[src/rtl/wrs_pkg.sv]
package wrs_pkg;

    typedef enum logic [2:0] {
        S_IDLE     = 3'd0,
        S_PRECLEAR = 3'd1,
        S_RISE     = 3'd2,
        S_GAP      = 3'd3,
        S_STROBE   = 3'd4,
        S_TAIL     = 3'd5,
        S_DONE     = 3'd6
    } wrs_state_e;

    function automatic int max_of(input int a, input int b);
        return (a > b) ? a : b;
    endfunction

endpackage

[src/rtl/wrs_phase_timer.sv]
module wrs_phase_timer #(
    parameter int CW = 5
) (
    input  logic          clk,
    input  logic          rst_n,
    input  logic          run,
    input  logic [CW-1:0] limit,
    output logic          expired
);

    logic [CW-1:0] cnt_q;

    assign expired = run && (cnt_q == limit);

    always_ff @(posedge clk) begin
        if (!rst_n) begin
            cnt_q <= '0;
        end else if (!run || expired) begin
            cnt_q <= '0;
        end else begin
            cnt_q <= cnt_q + 1'b1;
        end
    end


    cnt_bound_chk: assert property (@(posedge clk) disable iff (!rst_n)
        run |-> (cnt_q <= limit));

endmodule

[src/rtl/wrs_seq_fsm.sv]
module wrs_seq_fsm
    import wrs_pkg::*;
#(
    parameter int PRE_CYC  = 2,
    parameter int RISE_CYC = 20,
    parameter int GAP_CYC  = 2,
    parameter int STRB_CYC = 8,
    parameter int TAIL_CYC = 4
) (
    input  logic clk,
    input  logic rst_n,
    input  logic req,
    output logic ready,
    output logic accept,
    output logic drive_en,
    output logic clr,
    output logic strobe,
    output logic done
);

    localparam int MAX_LEN = max_of(max_of(max_of(PRE_CYC, RISE_CYC),
                                           max_of(GAP_CYC, STRB_CYC)), TAIL_CYC);
    localparam int CW = $clog2(MAX_LEN + 1);
    localparam logic [CW-1:0] PRE_LIM  = CW'(PRE_CYC - 1);
    localparam logic [CW-1:0] RISE_LIM = CW'(RISE_CYC - 1);
    localparam logic [CW-1:0] GAP_LIM  = CW'(GAP_CYC - 1);
    localparam logic [CW-1:0] STRB_LIM = CW'(STRB_CYC - 1);
    localparam logic [CW-1:0] TAIL_LIM = CW'(TAIL_CYC - 1);

    wrs_state_e    state_q, state_d;
    logic          run;
    logic [CW-1:0] limit;
    logic          expired;

    wrs_phase_timer #(.CW(CW)) u_timer (
        .clk     (clk),
        .rst_n   (rst_n),
        .run     (run),
        .limit   (limit),
        .expired (expired)
    );

    always_comb begin
        run   = 1'b1;
        limit = '0;
        unique case (state_q)
            S_PRECLEAR: limit = PRE_LIM;
            S_RISE:     limit = RISE_LIM;
            S_GAP:      limit = GAP_LIM;
            S_STROBE:   limit = STRB_LIM;
            S_TAIL:     limit = TAIL_LIM;
            default:    run   = 1'b0;
        endcase
    end

    always_comb begin
        state_d = state_q;
        unique case (state_q)
            S_IDLE:     if (req)     state_d = S_PRECLEAR;
            S_PRECLEAR: if (expired) state_d = S_RISE;
            S_RISE:     if (expired) state_d = S_GAP;
            S_GAP:      if (expired) state_d = S_STROBE;
            S_STROBE:   if (expired) state_d = S_TAIL;
            S_TAIL:     if (expired) state_d = S_DONE;
            S_DONE:                  state_d = S_IDLE;
            default:                 state_d = S_IDLE;
        endcase
    end

    always_ff @(posedge clk) begin
        if (!rst_n) begin
            state_q <= S_IDLE;
        end else begin
            state_q <= state_d;
        end
    end

    always_comb begin
        ready    = 1'b0;
        drive_en = 1'b0;
        clr      = 1'b0;
        strobe   = 1'b0;
        done     = 1'b0;
        unique case (state_q)
            S_IDLE:     ready = 1'b1;
            S_PRECLEAR: clr = 1'b1;
            S_RISE:     begin clr = 1'b1; drive_en = 1'b1; end
            S_GAP:      drive_en = 1'b1;
            S_STROBE:   begin strobe = 1'b1; drive_en = 1'b1; end
            S_TAIL:     drive_en = 1'b1;
            S_DONE:     done = 1'b1;
            default:    ready = 1'b0;
        endcase
    end

    assign accept = ready && req;


    strb_no_clr_chk: assert property (@(posedge clk) disable iff (!rst_n)
        !(strobe && clr));


    strb_in_drive_chk: assert property (@(posedge clk) disable iff (!rst_n)
        strobe |-> drive_en);


    clr_at_drive_start_chk: assert property (@(posedge clk) disable iff (!rst_n)
        (drive_en && !$past(drive_en)) |-> clr);


    valid_single_chk: assert property (@(posedge clk) disable iff (!rst_n)
        done |=> !done);


    done_after_drive_chk: assert property (@(posedge clk) disable iff (!rst_n)
        done |-> $past(drive_en));

endmodule

[src/rtl/wrs_latch_bank.sv]
module wrs_latch_bank #(
    parameter int DATA_W = 8
) (
    input  logic              clk,
    input  logic              rst_n,
    input  logic              clr,
    input  logic              strobe,
    input  logic [DATA_W-1:0] sense,
    output logic [DATA_W-1:0] q
);

    for (genvar b = 0; b < DATA_W; b++) begin : g_bit
        always_ff @(posedge clk) begin
            if (!rst_n || clr) begin
                q[b] <= 1'b0;
            end else if (strobe && sense[b]) begin
                q[b] <= 1'b1;
            end
        end
    end


    hold_outside_window_chk: assert property (@(posedge clk) disable iff (!rst_n)
        (!strobe && !clr) |=> (q == $past(q)));


    set_only_chk: assert property (@(posedge clk) disable iff (!rst_n)
        (strobe && !clr) |=> ((q & $past(q)) == $past(q)));

endmodule

[src/rtl/wire_rom_reader.sv]
module wire_rom_reader #(
    parameter int ADDR_W   = 6,
    parameter int DATA_W   = 8,
    parameter int PRE_CYC  = 2,
    parameter int RISE_CYC = 20,
    parameter int GAP_CYC  = 2,
    parameter int STRB_CYC = 8,
    parameter int TAIL_CYC = 4
) (
    input  logic              clk,
    input  logic              rst_n,
    input  logic              rd_req,
    input  logic [ADDR_W-1:0] rd_addr,
    output logic              rd_ready,
    output logic [ADDR_W-1:0] wire_addr,
    output logic              drive_en,
    output logic              latch_clr,
    output logic              sense_strobe,
    input  logic [DATA_W-1:0] sense_in,
    output logic [DATA_W-1:0] rd_data,
    output logic              rd_valid
);

    logic              accept;
    logic [ADDR_W-1:0] addr_q;

    wrs_seq_fsm #(
        .PRE_CYC  (PRE_CYC),
        .RISE_CYC (RISE_CYC),
        .GAP_CYC  (GAP_CYC),
        .STRB_CYC (STRB_CYC),
        .TAIL_CYC (TAIL_CYC)
    ) u_fsm (
        .clk      (clk),
        .rst_n    (rst_n),
        .req      (rd_req),
        .ready    (rd_ready),
        .accept   (accept),
        .drive_en (drive_en),
        .clr      (latch_clr),
        .strobe   (sense_strobe),
        .done     (rd_valid)
    );

    always_ff @(posedge clk) begin
        if (!rst_n) begin
            addr_q <= '0;
        end else if (accept) begin
            addr_q <= rd_addr;
        end
    end

    assign wire_addr = addr_q;

    wrs_latch_bank #(.DATA_W(DATA_W)) u_latch (
        .clk    (clk),
        .rst_n  (rst_n),
        .clr    (latch_clr),
        .strobe (sense_strobe),
        .sense  (sense_in),
        .q      (rd_data)
    );


    addr_hold_chk: assert property (@(posedge clk) disable iff (!rst_n)
        !rd_ready |=> (rd_ready || $stable(wire_addr)));

endmodule

[config.mk]
export PLATFORM = sky130hd
export DESIGN_NAME = wire_rom_reader
export DESIGN_NICKNAME = d
export VERILOG_FILES = /design/src/rtl/wrs_pkg.sv /design/src/rtl/wrs_phase_timer.sv /design/src/rtl/wrs_seq_fsm.sv /design/src/rtl/wrs_latch_bank.sv /design/src/rtl/wire_rom_reader.sv
export SDC_FILE = /design/constraint.sdc
export NUM_CORES = 1
export LEC_CHECK = 0
export CORE_UTILIZATION = 30
export DETAILED_ROUTE_END_ITERATION = 7
export GPL_TIMING_DRIVEN = 0
export PLACE_DENSITY = 0.56
export SETUP_SLACK_MARGIN = 0.5
export SKIP_LAST_GASP = 1
export SLEW_MARGIN = 20
export SYNTH_ARGS = -nofsm -noshare
export SYNTH_HDL_FRONTEND = slang
export SYNTH_SLANG_ARGS = --single-unit
export TNS_END_PERCENT = 10
[constraint.sdc]
create_clock -name clk -period 3.8 [get_ports clk]
set_input_delay 0.76 -clock clk [delete_from_list [all_inputs] [get_ports clk]]
set_output_delay 0.76 -clock clk [all_outputs]
set_load 0.1 [all_outputs]
== Yosys cells after proc, flatten, opt, wreduce, memory -nomap -nowiden ==
Index checks and enable logic that the tools add are counted.
Storage, ports and cells
  register bits after elaboration: 22
  input bits: 17
  output and inout bits: 19
  logic and storage cells: 61
Cells by class
  $add $sub $neg: 1
  equality and inequality tests: 13
  multiplexer cells: 14
  bitwise operators: 1
  reduce and logical (&&, ||, !) cells: 21
Operators with widths (count)
  $pmux W5 S4: 1
  $mux W3: 6
  $pmux W3 S6: 1
  $ne A2 B2 Y1 const B: 6
  $logic_and A1 B1 Y1: 10
  $eq A3 B3 Y1 const B: 3
  $eq A3 B2 Y1 const B: 2
  $mux W1: 6
  $reduce_and A6 Y1: 1
  $reduce_or A2 Y1: 3
  $add A5 B1 Y5 const B: 1
  $eq A5 B5 Y1: 1
  $reduce_or A5 Y1: 1
  $reduce_or A4 Y1: 1
  $eq A3 B1 Y1 const B: 1
  $logic_not A3 Y1: 1
  $logic_not A1 Y1: 2
  $logic_or A1 B1 Y1: 2
  $not A1 Y1: 1

== Logic depth before layout (Yosys ltp) ==
Gate-level depths: netlist of the first run.
  depth after elaboration: 7
  mapped depth: 7
  gate-level depth less buffers: 5

== Modules after synthesis ==
Synthesis of the first run repeated with hierarchy kept, for this count alone.
Unflattened totals
  cells, all modules: 110
  area, all modules: 1016.0 µm²
By module, submodules not included
  wrs_phase_timer: instances 1, cells each 29, area an instance 270.3 µm², sequential area each 100.1 µm²
  wrs_latch_bank: instances 1, cells each 27, area an instance 260.2 µm², sequential area each 160.2 µm²
  wrs_seq_fsm: instances 1, cells each 35, area an instance 256.5 µm², sequential area each 60.1 µm²
  wire_rom_reader: instances 1, cells each 19, area an instance 229.0 µm², sequential area each 120.1 µm²

== Worst setup path after synthesis of the first run ==
Ideal clock, no wire load.
  path type: reg-to-reg
  start point: register u_fsm.state_q[1]
  end point: register addr_q[0], in the netlist wire_addr[0]
  library setup time: 0.120 ns
  data arrival time: 3.285 ns
  required time: 3.680 ns
  setup slack: 0.395 ns
  stages on the path, launching flop included: 7
  path buffers: 2
  period minus slack after synthesis: 3.405 ns
  cell sequence: dfxtp_1 -> buf_6 -> nor3_1 -> and2_1 -> buf_4 -> mux2i_1 -> nor2b_1
Between the ends
  longest elaborated chain between the ends: 3
RTL lines
  start, declared: line wrs_seq_fsm.sv:30  | wrs_state_e state_q, state_d;
  start signal, assigned: line wrs_seq_fsm.sv:74  | state_q <= state_d;
  $logic_not A3 Y1: line wrs_seq_fsm.sv:84  | unique case (state_q)
  $mux W1: line wrs_seq_fsm.sv:84
  named net rd_ready: line wire_rom_reader.sv:14  | output logic rd_ready,
  $logic_and A1 B1 Y1: line wrs_seq_fsm.sv:96  | assign accept = ready && req;
  end signal, assigned: line wire_rom_reader.sv:49  | addr_q <= rd_addr;
  end, declared: line wire_rom_reader.sv:25  | logic [ADDR_W-1:0] addr_q;
The timed path passes the listed nets, and every way through them passes these cells.
A chain may end at the register's enable or synchronous reset.

== Worst setup path after layout of the first run ==
  start point: register u_fsm.state_q[2]
  end point: output port rd_valid
Between the ends
  longest elaborated chain between the ends: 2
RTL lines
  $eq A3 B3 Y1: line wrs_seq_fsm.sv:84
  $mux W1: line wrs_seq_fsm.sv:84
  end, declared: line wire_rom_reader.sv:21  | output logic rd_valid
No other way between the ends.

==> results.ini, run 1 <==
[yosys]
synthesis.area_per_instance_um2=8.87
synth-edff-count=0
syn_nets=141
ys_seq_area_share_pct=40.4
postSynth.asyncResetShare_pct=0
yosysWarnings=0
synthesis.instances=123
yosys_most_used_dff=dfxtp_1
post_synth_instance_area_um2=1090
synthDistinctLibCells=35
synth.ff_latch_count=22

[finish]
layout_commonest_cell=clkdlybuf4s50_1
area_growth_pct=42.9
layout_cell_share_with_drive_strength_beyond_1_pct=11.1
antennaDiodeCount=0
final_design_instance_area_without_fill_um2=1560
stdcell_count=208
fin_util_pct=45.6
layout.nets=181
commonest_cells_after_routing_fill_and_taps_aside=clkdlybuf4s50_1 (34), dfxtp_1 (22), nor2_1 (21)

[sta]
timing.clock.skew_ns=0.00649
finalHoldViolCount=0
final_min_period_over_clock_period_pct=82.0
fmax_ghz=0.321
setup_viol=0
measured_slew_at_the_worst_slew_check_pin_ns=0.986
report.final.slew_viol_count=0
slew_headroom_pct=34.0
fin_hold_ws_ns=0.485
layout_setup_ws_ns=0.683
tns_ns=0
unrepaired_setup_endpoints_after_global_routing=false
minimum_clock_period_ns=3.12

[global_route]
first_global_vias=934
grt_start_max_net_pins=14
globalRouteTotalUtil_pct=13.8
globalRouteOverflowTotal=0
grt_pass1_wl_mm=4.30
antenna_found_initial=0

[routing]
routedWlPerCell_um=12.0
drc_errors=0
number_of_antenna_violating_nets_in_the_routed_design=0
drt_pass1_iterations=5
total_vias_in_the_final_route=969
routed_wire_length_mm=2.50
viasPerCell=4.66
number_of_drc_violations_after_detailed_routing_iteration_0=19

[clocking]
clk_pin_slew_ns=0.13
cts-buffers-inserted=3
cts_max_path_buffers=2
cts_tree=yes
clk-insertion-delay-late_ns=0.32
cts_num_sinks=22
cts.htree.levels=1
clock_tree.root_cell=clkbuf_4
post_cts_hold_buffer_count=0

[power]
comb_power_share_pct=54.9
internal-power_uw=533
p_leak_nw=0.572
power.share.clock_pct=18.2
sw_frac_of_total_pct=46.8
switchingPower_uw=469
vdd_ir_drop_max_v=0.000219
total_power_mw=1.00
cellPowerDensity_nw_per_um2=642
p_seq_share_pct=26.9

[worst_setup_path]
critical_path_peak_fanout=10
cp.required_ns=3.04
startpoint_type=register
worst_r2r_src=u_fsm.state_q[2]
worst_setup_path_end_kind=primary output
cp.arrival_ns=2.36
r2r.worst_path.cells=6
critical_path.reg2reg.endpoint=u_fsm.u_timer.cnt_q[2]
reg2reg_setup_slack_ns=2.13
crit_type=reg -> out

[place]
dpl-instance-area_um2=1500
dp_cells=204
place_congestion=0.756
preCtsSetupSlack_ns=0.925
post-dp-hpwl_mm=1.87
buffer_ports.inserted=35

[worst_hold_path]
min-delay-path-class=reg -> reg
worst_hold_path.endpoint=u_latch.q[4]
hold_start=u_latch.q[4]
hold_depth=2

[floorplanning]
start_util_pct=31.9
coreArea_um2=3420
die_x_um=62.3
die_h_um=62.3
die_ar_um2=3880
io-pin-count=36
std_cell_rows=21

[job]
max_cap_viol_count=0

[outcome]
outcome=completed

==> worst max-delay path, cell delays in order, from the launching register on <==
cell	delay (ns)
dfxtp_1	0.33
buf_4	0.15
buf_2	0.22
nand2_1	0.09
nor2_1	0.09
clkdlybuf4s50_1	1.15
==> area by class of cell <==
type                       instances  area, µm²
clock buffer                       3       22.5
fill                             343       1860
buffer                             9       58.8
sequential                        22        440
clock inverter                     1       30.0
tap                               46       57.6
multi-input combinational         88        579
timing repair buffer              35        353
inverter                           4       17.5
==> kinds of logic after synthesis <==
logic type,synth area share [%]
AND/OR/NAND/NOR,22.1
AO/OA/AOI/OAI,18.1
flip-flops,40.4
buffers and inverters,7.00
multiplexers,6.42
XOR/XNOR,4.82
adder cells (fa/ha/maj),1.15
==> worst max-delay path by stage <==
stage | start | to | slack [ns]
after floorplan | u_fsm.state_q[2] | drive_en | 1.0
after global placement | u_fsm.state_q[2] | sense_strobe | 0.94
after detailed placement | u_fsm.state_q[2] | sense_strobe | 0.93
after CTS | u_fsm.state_q[2] | sense_strobe | 0.54
after global routing | u_fsm.state_q[2] | drive_en | 0.58
final | u_fsm.state_q[2] | rd_valid | 0.68
==> power by group through the flow <==
stage	combinational (mW)	sequential (mW)	clock (mW)
final	0.550	0.269	0.183
after global routing	0.579	0.272	0.198
after global placement	0.545	0.273	0
after floorplan	0.360	0.351	0
after CTS	0.553	0.269	0.190
after detailed placement	0.552	0.275	0
==> routing by layer <==
layer | global-route usage [%] | wire length [µm] | share of wire (%)
met1 | 17.4 | 1200 | 48
met2 | 23.4 | 1130 | 45
met3 | 2.02 | 125 | 5.0
met4 | 6.10 | 42 | 1.7
met5 | 0 | 0 | 0
==> registers in the layout (all words and copies together) (netlist names) <==
signal and flops:
u_fsm.state_q 3, u_latch.q 8, wire_addr 6, u_fsm.u_timer.cnt_q 5
==> synth_stat cells, types with 2 or more instances <==
cell	count	area (µm²)
nand2b_1	3	18.8
nand2_1	6	22.5
buf_6	2	22.5
inv_1	3	11.3
a31oi_1	2	12.5
buf_2	2	10.0
nand3_1	4	20.0
nor2b_1	7	43.8
nor2_1	21	78.8
dfxtp_1	22	440
xor2_1	3	26.3
xnor2_1	3	26.3
o21ai_0	3	15.0
a21oi_1	11	55.1
nor3_1	2	10.0
mux2i_1	7	70.1
buf_4	2	15.0
clkbuf_1	3	11.3
==> repair_timing <==
item | CTS | global route
buffers inserted | 0 | 0
hold endpoints to repair | 0 | 0
resized for setup | 0 | 1
endpoints found under the setup margin | 0 | 1
Power figures use the tool's default switching activity.
==> run 2: changes to the inputs <==
--- a/config.mk
+++ b/config.mk
@@ -8,7 +8,7 @@
 export CORE_UTILIZATION = 30
 export DETAILED_ROUTE_END_ITERATION = 7
 export GPL_TIMING_DRIVEN = 0
-export PLACE_DENSITY = 0.56
+export PLACE_DENSITY = 0.58
 export SETUP_SLACK_MARGIN = 0.5
 export SKIP_LAST_GASP = 1
 export SLEW_MARGIN = 20
==> constraint.sdc (replaced) <==
create_clock -name clk -period 2.6 [get_ports clk]
set_input_delay 0.52 -clock clk [delete_from_list [all_inputs] [get_ports clk]]
set_output_delay 0.52 -clock clk [all_outputs]
set_load 0.1 [all_outputs]
==> run 2 against run 1 <==
  * Die area did not move
  * Register-to-register slack lost 1.2 ns
  * Clock-buffer cell count up 1
  * Sequential cell count stayed put
  * Clock power about the same
  * Non-clock buffer count unchanged
  * Largest cell class unchanged
  * Highest routed layer is now met3
==> results.ini, run 2 (synthesis results as in run 1) <==
[worst_setup_path]
reg2reg_setup_slack_ns=0.91  ; -1.22 ns
critical_path_peak_fanout=2  ; -8
worst_setup_path_end_kind=primary output
critical_path.reg2reg.endpoint=u_fsm.u_timer.cnt_q[3]
startpoint_type=register
cp.required_ns=2.08  ; -0.96 ns
critPathMaxStageDelay_ns=1.14  ; about the same
cp_cell_sequence=clkdlybuf4s50_1
cp.arrival_ns=1.79  ; -0.57 ns
cp.buffers_inverters=1  ; -2
max_stage_delay_cell_worst_path=clkdlybuf4s50_1
critical_path.top_delay_family=buffers and inverters
crit_type=reg -> out
r2r.worst_path.cells=6  ; unchanged
worst_r2r_src=u_fsm.state_q[2]

[clocking]
cts_num_sinks=22  ; unchanged
post_cts_hold_buffer_count=0  ; unchanged
clk_pin_slew_ns=0.12  ; about the same
cts-buffers-inserted=3  ; unchanged
cts_tree=yes
clk-insertion-delay-late_ns=0.30  ; -0.02 ns
post-cts-setup-buffers=0  ; unchanged
cts.htree.levels=1  ; unchanged
cts_max_path_buffers=2  ; unchanged
clock_tree.root_cell=clkbuf_4

[finish]
registers.top_by_ff_count=u_latch.q
antennaDiodeCount=0  ; unchanged
largest_register_ff_count=8  ; unchanged
fin_util_pct=45.2  ; -0.40 points
commonest_cells_after_routing_fill_and_taps_aside=clkdlybuf4s50_1 (28), dfxtp_1 (22), nor2_1 (21)
layout_cell_share_with_drive_strength_beyond_1_pct=14.8  ; +3.7 points
layout.nets=181  ; unchanged
layout_commonest_cell=clkdlybuf4s50_1
area_growth_pct=41.6
nFillCells=353  ; +2.9%

[global_route]
first_global_vias=860  ; -7.9%
globalRouteTotalUtil_pct=13.1  ; -0.77 points
antenna_found_initial=0  ; unchanged
grt_start_max_net_pins=13  ; -1
grt_pass1_wl_mm=4.16  ; -3.2%
globalRouteOverflowTotal=0  ; unchanged

[routing]
number_of_drc_violations_after_detailed_routing_iteration_0=26  ; +7
number_of_antenna_violating_nets_in_the_routed_design=0  ; unchanged
routedWlPerCell_um=11.6  ; -3.5%
drc_errors=0  ; unchanged
viasPerCell=4.55  ; -2.3%
drt_pass1_iterations=4  ; -1
total_vias_in_the_final_route=947  ; -2.3%
routed_wire_length_mm=2.41  ; -3.5%

[sta]
fmax_ghz=0.433
setup_viol=0  ; unchanged
timing.clock.skew_ns=0.00292  ; -0.00356 ns
layout_setup_ws_ns=0.288  ; -0.394 ns
minimum_clock_period_ns=2.31
measured_slew_at_the_worst_slew_check_pin_ns=0.970  ; -0.0163 ns
report.final.slew_viol_count=0  ; unchanged
finalHoldViolCount=0  ; unchanged
slew_headroom_pct=35.1  ; +1.1 points
final_min_period_over_clock_period_pct=88.9
unrepaired_setup_endpoints_after_global_routing=true

[worst_hold_path]
hold_depth=2  ; unchanged
min-delay-path-class=reg -> reg
worst_hold_path.endpoint=u_latch.q[7]
hold_start=u_latch.q[7]

[place]
buffer_ports.inserted=35  ; unchanged
place_congestion=0.823  ; +8.8%
post-dp-hpwl_mm=1.87  ; -0.38%
preCtsSetupSlack_ns=-0.0377  ; -0.963 ns

[floorplanning]
die_h_um=62.3  ; unchanged
std_cell_rows=21  ; unchanged
io-pin-count=36  ; unchanged
die_x_um=62.3  ; unchanged
start_util_pct=31.9  ; unchanged
die_ar_um2=3880  ; unchanged
coreArea_um2=3420  ; unchanged

[power]
p_leak_nw=0.575  ; +0.57%
vdd_ir_drop_max_v=0.000280  ; +28%
cellPowerDensity_nw_per_um2=886  ; +38%

[outcome]
outcome=completed

[job]
max_cap_viol_count=0  ; unchanged

run 2: cell type report:
type / instances / area (µm²) / area share, %
Buffer: 9 / 58.8 / 3.81
Multi-Input combinational cell: 88 / 587 / 38.0
Sequential cell: 22 / 440 / 28.5
Inverter: 4 / 17.5 / 1.13
Clock buffer: 4 / 36.3 / 2.35
Timing Repair Buffer: 35 / 348 / 22.5
Tap cell: 46 / 57.6 / 3.72
run 2: power by group:
part	total (mW)	switching (mW)	internal, mW
sequential	0.393	0.0196	0.373
clock	0.185	0.0992	0.0855
combinational	0.792	0.550	0.242
run 2: timing repair:
| item | CTS | global route |
|---|---|---|
| setup endpoints to repair | 19 | 18 |
| resized for setup | 18 | 4 |
| pin swaps | 0 | 0 |
| hold endpoints to repair | 0 | 0 |
run 2: worst max-delay path by stage:
stage                                 from           end  cells after the start
after floorplan           u_fsm.state_q[2]      rd_valid                      4
after global placement    u_fsm.state_q[2]  sense_strobe                      3
after detailed placement  u_fsm.state_q[2]  sense_strobe                      3
after CTS                     u_latch.q[1]    rd_data[1]                      1
after global routing          wire_addr[1]  wire_addr[1]                      1
final                         u_latch.q[4]    rd_data[4]                      1
run 2: worst reg2reg max path: cells and delay by family, from the launching register on:
| kind | cells | cell delay [ns] |
|---|---|---|
| flip-flops | 1 | 0.33 |
| AO/OA/AOI/OAI | 1 | 0.27 |
| XOR/XNOR | 1 | 0.19 |
| AND/OR/NAND/NOR | 3 | 0.64 |
| buffers and inverters | 1 | 0.15 |
run 2: per-stage QoR:
step           total power, mW  hold slack, ns  setup TNS (ns)  instance area, µm²  cells
2_1_floorplan             1.04           0.536               0                1100    123
3_3_place_gp              1.20           0.450         -0.0185                1510    204
3_5_place_dp              1.21           0.465         -0.0377                1510    204
4_1_cts                   1.39           0.495               0                1550    208
5_1_grt                   1.45           0.506               0                1550    208
6_report                  1.37           0.486               0                1550    208
run 2: per-layer routing:
layer | share of wire [%] | GRT usage [%]
met3 | 4.2 | 3.68
met5 | 0 | 0
met4 | 0 | 1.74
met2 | 46 | 21.7
met1 | 50 | 17.2
==> run 3: changes to the inputs <==
--- a/config.mk
+++ b/config.mk
@@ -8,7 +8,7 @@
 export CORE_UTILIZATION = 30
 export DETAILED_ROUTE_END_ITERATION = 7
 export GPL_TIMING_DRIVEN = 0
-export PLACE_DENSITY = 0.58
+export PLACE_DENSITY = 0.56
 export SETUP_SLACK_MARGIN = 0.5
 export SKIP_LAST_GASP = 1
 export SLEW_MARGIN = 20
==> constraint.sdc (replaced) <==
create_clock -name clk -period 2.75 [get_ports clk]
set_input_delay 0.55 -clock clk [delete_from_list [all_inputs] [get_ports clk]]
set_output_delay 0.55 -clock clk [all_outputs]
set_load 0.1 [all_outputs]
==> run 3 against run 2 <==
  * Design area grew 1.2%
  * Register-to-register slack gained 0.15 ns
  * Core utilization grew 0.55 points
  * Critical path depth grew 2
  * Clock power grew 37%
  * Final cell count is the same
==> results.ini, run 3 (synthesis results as in run 1) <==
[worst_setup_path]
max_stage_delay_cell_worst_path=clkdlybuf4s15_2
cp.arrival_ns=1.88  ; +0.09 ns
critPathMaxStageDelay_ns=0.63  ; -0.51 ns
cp.required_ns=2.20  ; +0.12 ns
reg2reg_setup_slack_ns=1.06  ; +0.15 ns
cp.depth=3  ; +2
crit_type=reg -> out
critical_path.top_delay_family=buffers and inverters
cp_cell_sequence=buf_4 -> nor3b_4 -> clkdlybuf4s15_2
critical_path_peak_fanout=10  ; +8
startpoint_type=register
cp.buffers_inverters=2  ; +1
critical_path.reg2reg.endpoint=u_fsm.u_timer.cnt_q[3]
worst_r2r_src=u_fsm.state_q[2]
worst_setup_path_end_kind=primary output
timing.critical_path.from=u_fsm.state_q[2]
r2r.worst_path.cells=6  ; unchanged

[clocking]
post-cts-setup-buffers=0  ; unchanged
cts_num_sinks=22  ; unchanged
cts_tree=yes
cts-buffers-inserted=3  ; unchanged
post_cts_hold_buffer_count=0  ; unchanged
clock_tree.root_cell=clkbuf_4
cts.htree.levels=1  ; unchanged
cts_repair_resize_count=13  ; -5
clk_pin_slew_ns=0.13  ; about the same
clk-insertion-delay-late_ns=0.32  ; +0.02 ns
cts_max_path_buffers=2  ; unchanged

[finish]
layout.nets=181  ; unchanged
antennaDiodeCount=0  ; unchanged
nFillCells=355  ; +0.57%
sequential_cell_area_um2=440  ; unchanged
final_design_instance_area_without_fill_um2=1560  ; +1.2%
fin_util_pct=45.8  ; +0.55 points
area_growth_pct=43.3
registers.top_by_ff_count=u_latch.q
layout_cell_share_with_drive_strength_beyond_1_pct=14.8  ; unchanged
commonest_cells_after_routing_fill_and_taps_aside=clkdlybuf4s50_1 (30), dfxtp_1 (22), nor2_1 (21)
layout_commonest_cell=clkdlybuf4s50_1
multi_input_area_um2=587  ; unchanged
largest_register_ff_count=8  ; unchanged

[floorplanning]
std_cell_rows=21  ; unchanged
coreArea_um2=3420  ; unchanged
start_util_pct=31.9  ; unchanged
die_h_um=62.3  ; unchanged
die_ar_um2=3880  ; unchanged
die_x_um=62.3  ; unchanged
io-pin-count=36  ; unchanged

[global_route]
globalRouteTotalUtil_pct=13.4  ; +0.30 points
antenna_found_initial=0  ; unchanged
grt_start_max_net_pins=14  ; +1
globalRouteOverflowTotal=0  ; unchanged
grt_pass1_wl_mm=4.11  ; -1.3%
first_global_vias=889  ; +3.4%

[place]
place_congestion=0.817  ; -0.74%
dpl-instance-area_um2=1510  ; unchanged
buffer_ports.inserted=35  ; unchanged
preCtsSetupSlack_ns=0.0874  ; +0.125 ns
post-dp-hpwl_mm=1.84  ; -1.3%

[sta]
setup_viol=0  ; unchanged
layout_setup_ws_ns=0.319  ; +0.0314 ns
report.final.slew_viol_count=0  ; unchanged
fmax_ghz=0.411
finalHoldViolCount=0  ; unchanged
minimum_clock_period_ns=2.43
slew_headroom_pct=35.0  ; -0.081 points
timing.clock.skew_ns=0.00110  ; -0.00182 ns
final_min_period_over_clock_period_pct=88.4
tns_ns=0  ; unchanged
measured_slew_at_the_worst_slew_check_pin_ns=0.971  ; +0.00121 ns
unrepaired_setup_endpoints_after_global_routing=true

[job]
max_cap_viol_count=0  ; unchanged

[routing]
number_of_drc_violations_after_detailed_routing_iteration_0=30  ; +15%
drt_pass1_iterations=4  ; unchanged
routedWlPerCell_um=11.7  ; +0.75%
drc_errors=0  ; unchanged
viasPerCell=4.65  ; +2.1%
number_of_antenna_violating_nets_in_the_routed_design=0  ; unchanged
routed_wire_length_mm=2.43  ; +0.75%
total_vias_in_the_final_route=967  ; +2.1%

[power]
vdd_ir_drop_max_v=0.000291  ; +3.8%
cellPowerDensity_nw_per_um2=875  ; -1.2%
total_power_mw=1.37  ; about the same
p_leak_nw=0.555  ; -3.5%

[worst_hold_path]
hold_depth=2  ; unchanged
hold_start=u_latch.q[0]
worst_hold_path.endpoint=u_latch.q[0]
min-delay-path-class=reg -> reg

[outcome]
outcome=completed

run 3: worst register-to-register path: stages (launching register included):
cell and delay, ns:
dfxtp_1 0.33, buf_4 0.15, nor3b_4 0.45, xnor2_1 0.20, nand2b_2 0.11, o31ai_4 0.28
nor2_1 0.08
run 3: cell type report:
cell class	instances	share of cell area, %
multi-input combinational	88	37.5
sequential	22	28.2
timing repair buffer	35	22.4
buffer	9	3.76
tap	46	3.68
clock inverter	1	1.92
clock buffer	3	1.44
inverter	4	1.12
run 3: stage by stage:
step           hold slack (ns)  std cells
6_report                 0.487        208
3_3_place_gp             0.450        204
3_5_place_dp             0.465        204
5_1_grt                  0.527        208
2_1_floorplan            0.536        123
4_1_cts                  0.497        208
run 3: power by group:
group | total (mW) | switching, mW | leakage [nW] | internal [mW]
Clock | 0.253 | 0.106 | 0.0279 | 0.148
Combinational | 0.745 | 0.523 | 0.348 | 0.222
Sequential | 0.371 | 0.0181 | 0.179 | 0.353
Total | 1.37 | 0.646 | 0.555 | 0.723
run 3: worst max-delay path by stage:
stage	end	slack (ns)
floorplan	rd_valid	0.25
global placement	sense_strobe	0.1
detailed placement	sense_strobe	0.09
CTS	rd_ready	0.26
global route	sense_strobe	0.21
finish	sense_strobe	0.32
run 3: layer usage:
metal  GRT usage, %  share of wire [%]  vias up  wire length, µm
met5              0                  0        -                0
li1               -                  -      498                -
met3           2.76                4.3        6              104
met2           20.7                 45       27             1090
met4           6.10                1.6        0               40
met1           17.7                 49      436             1190
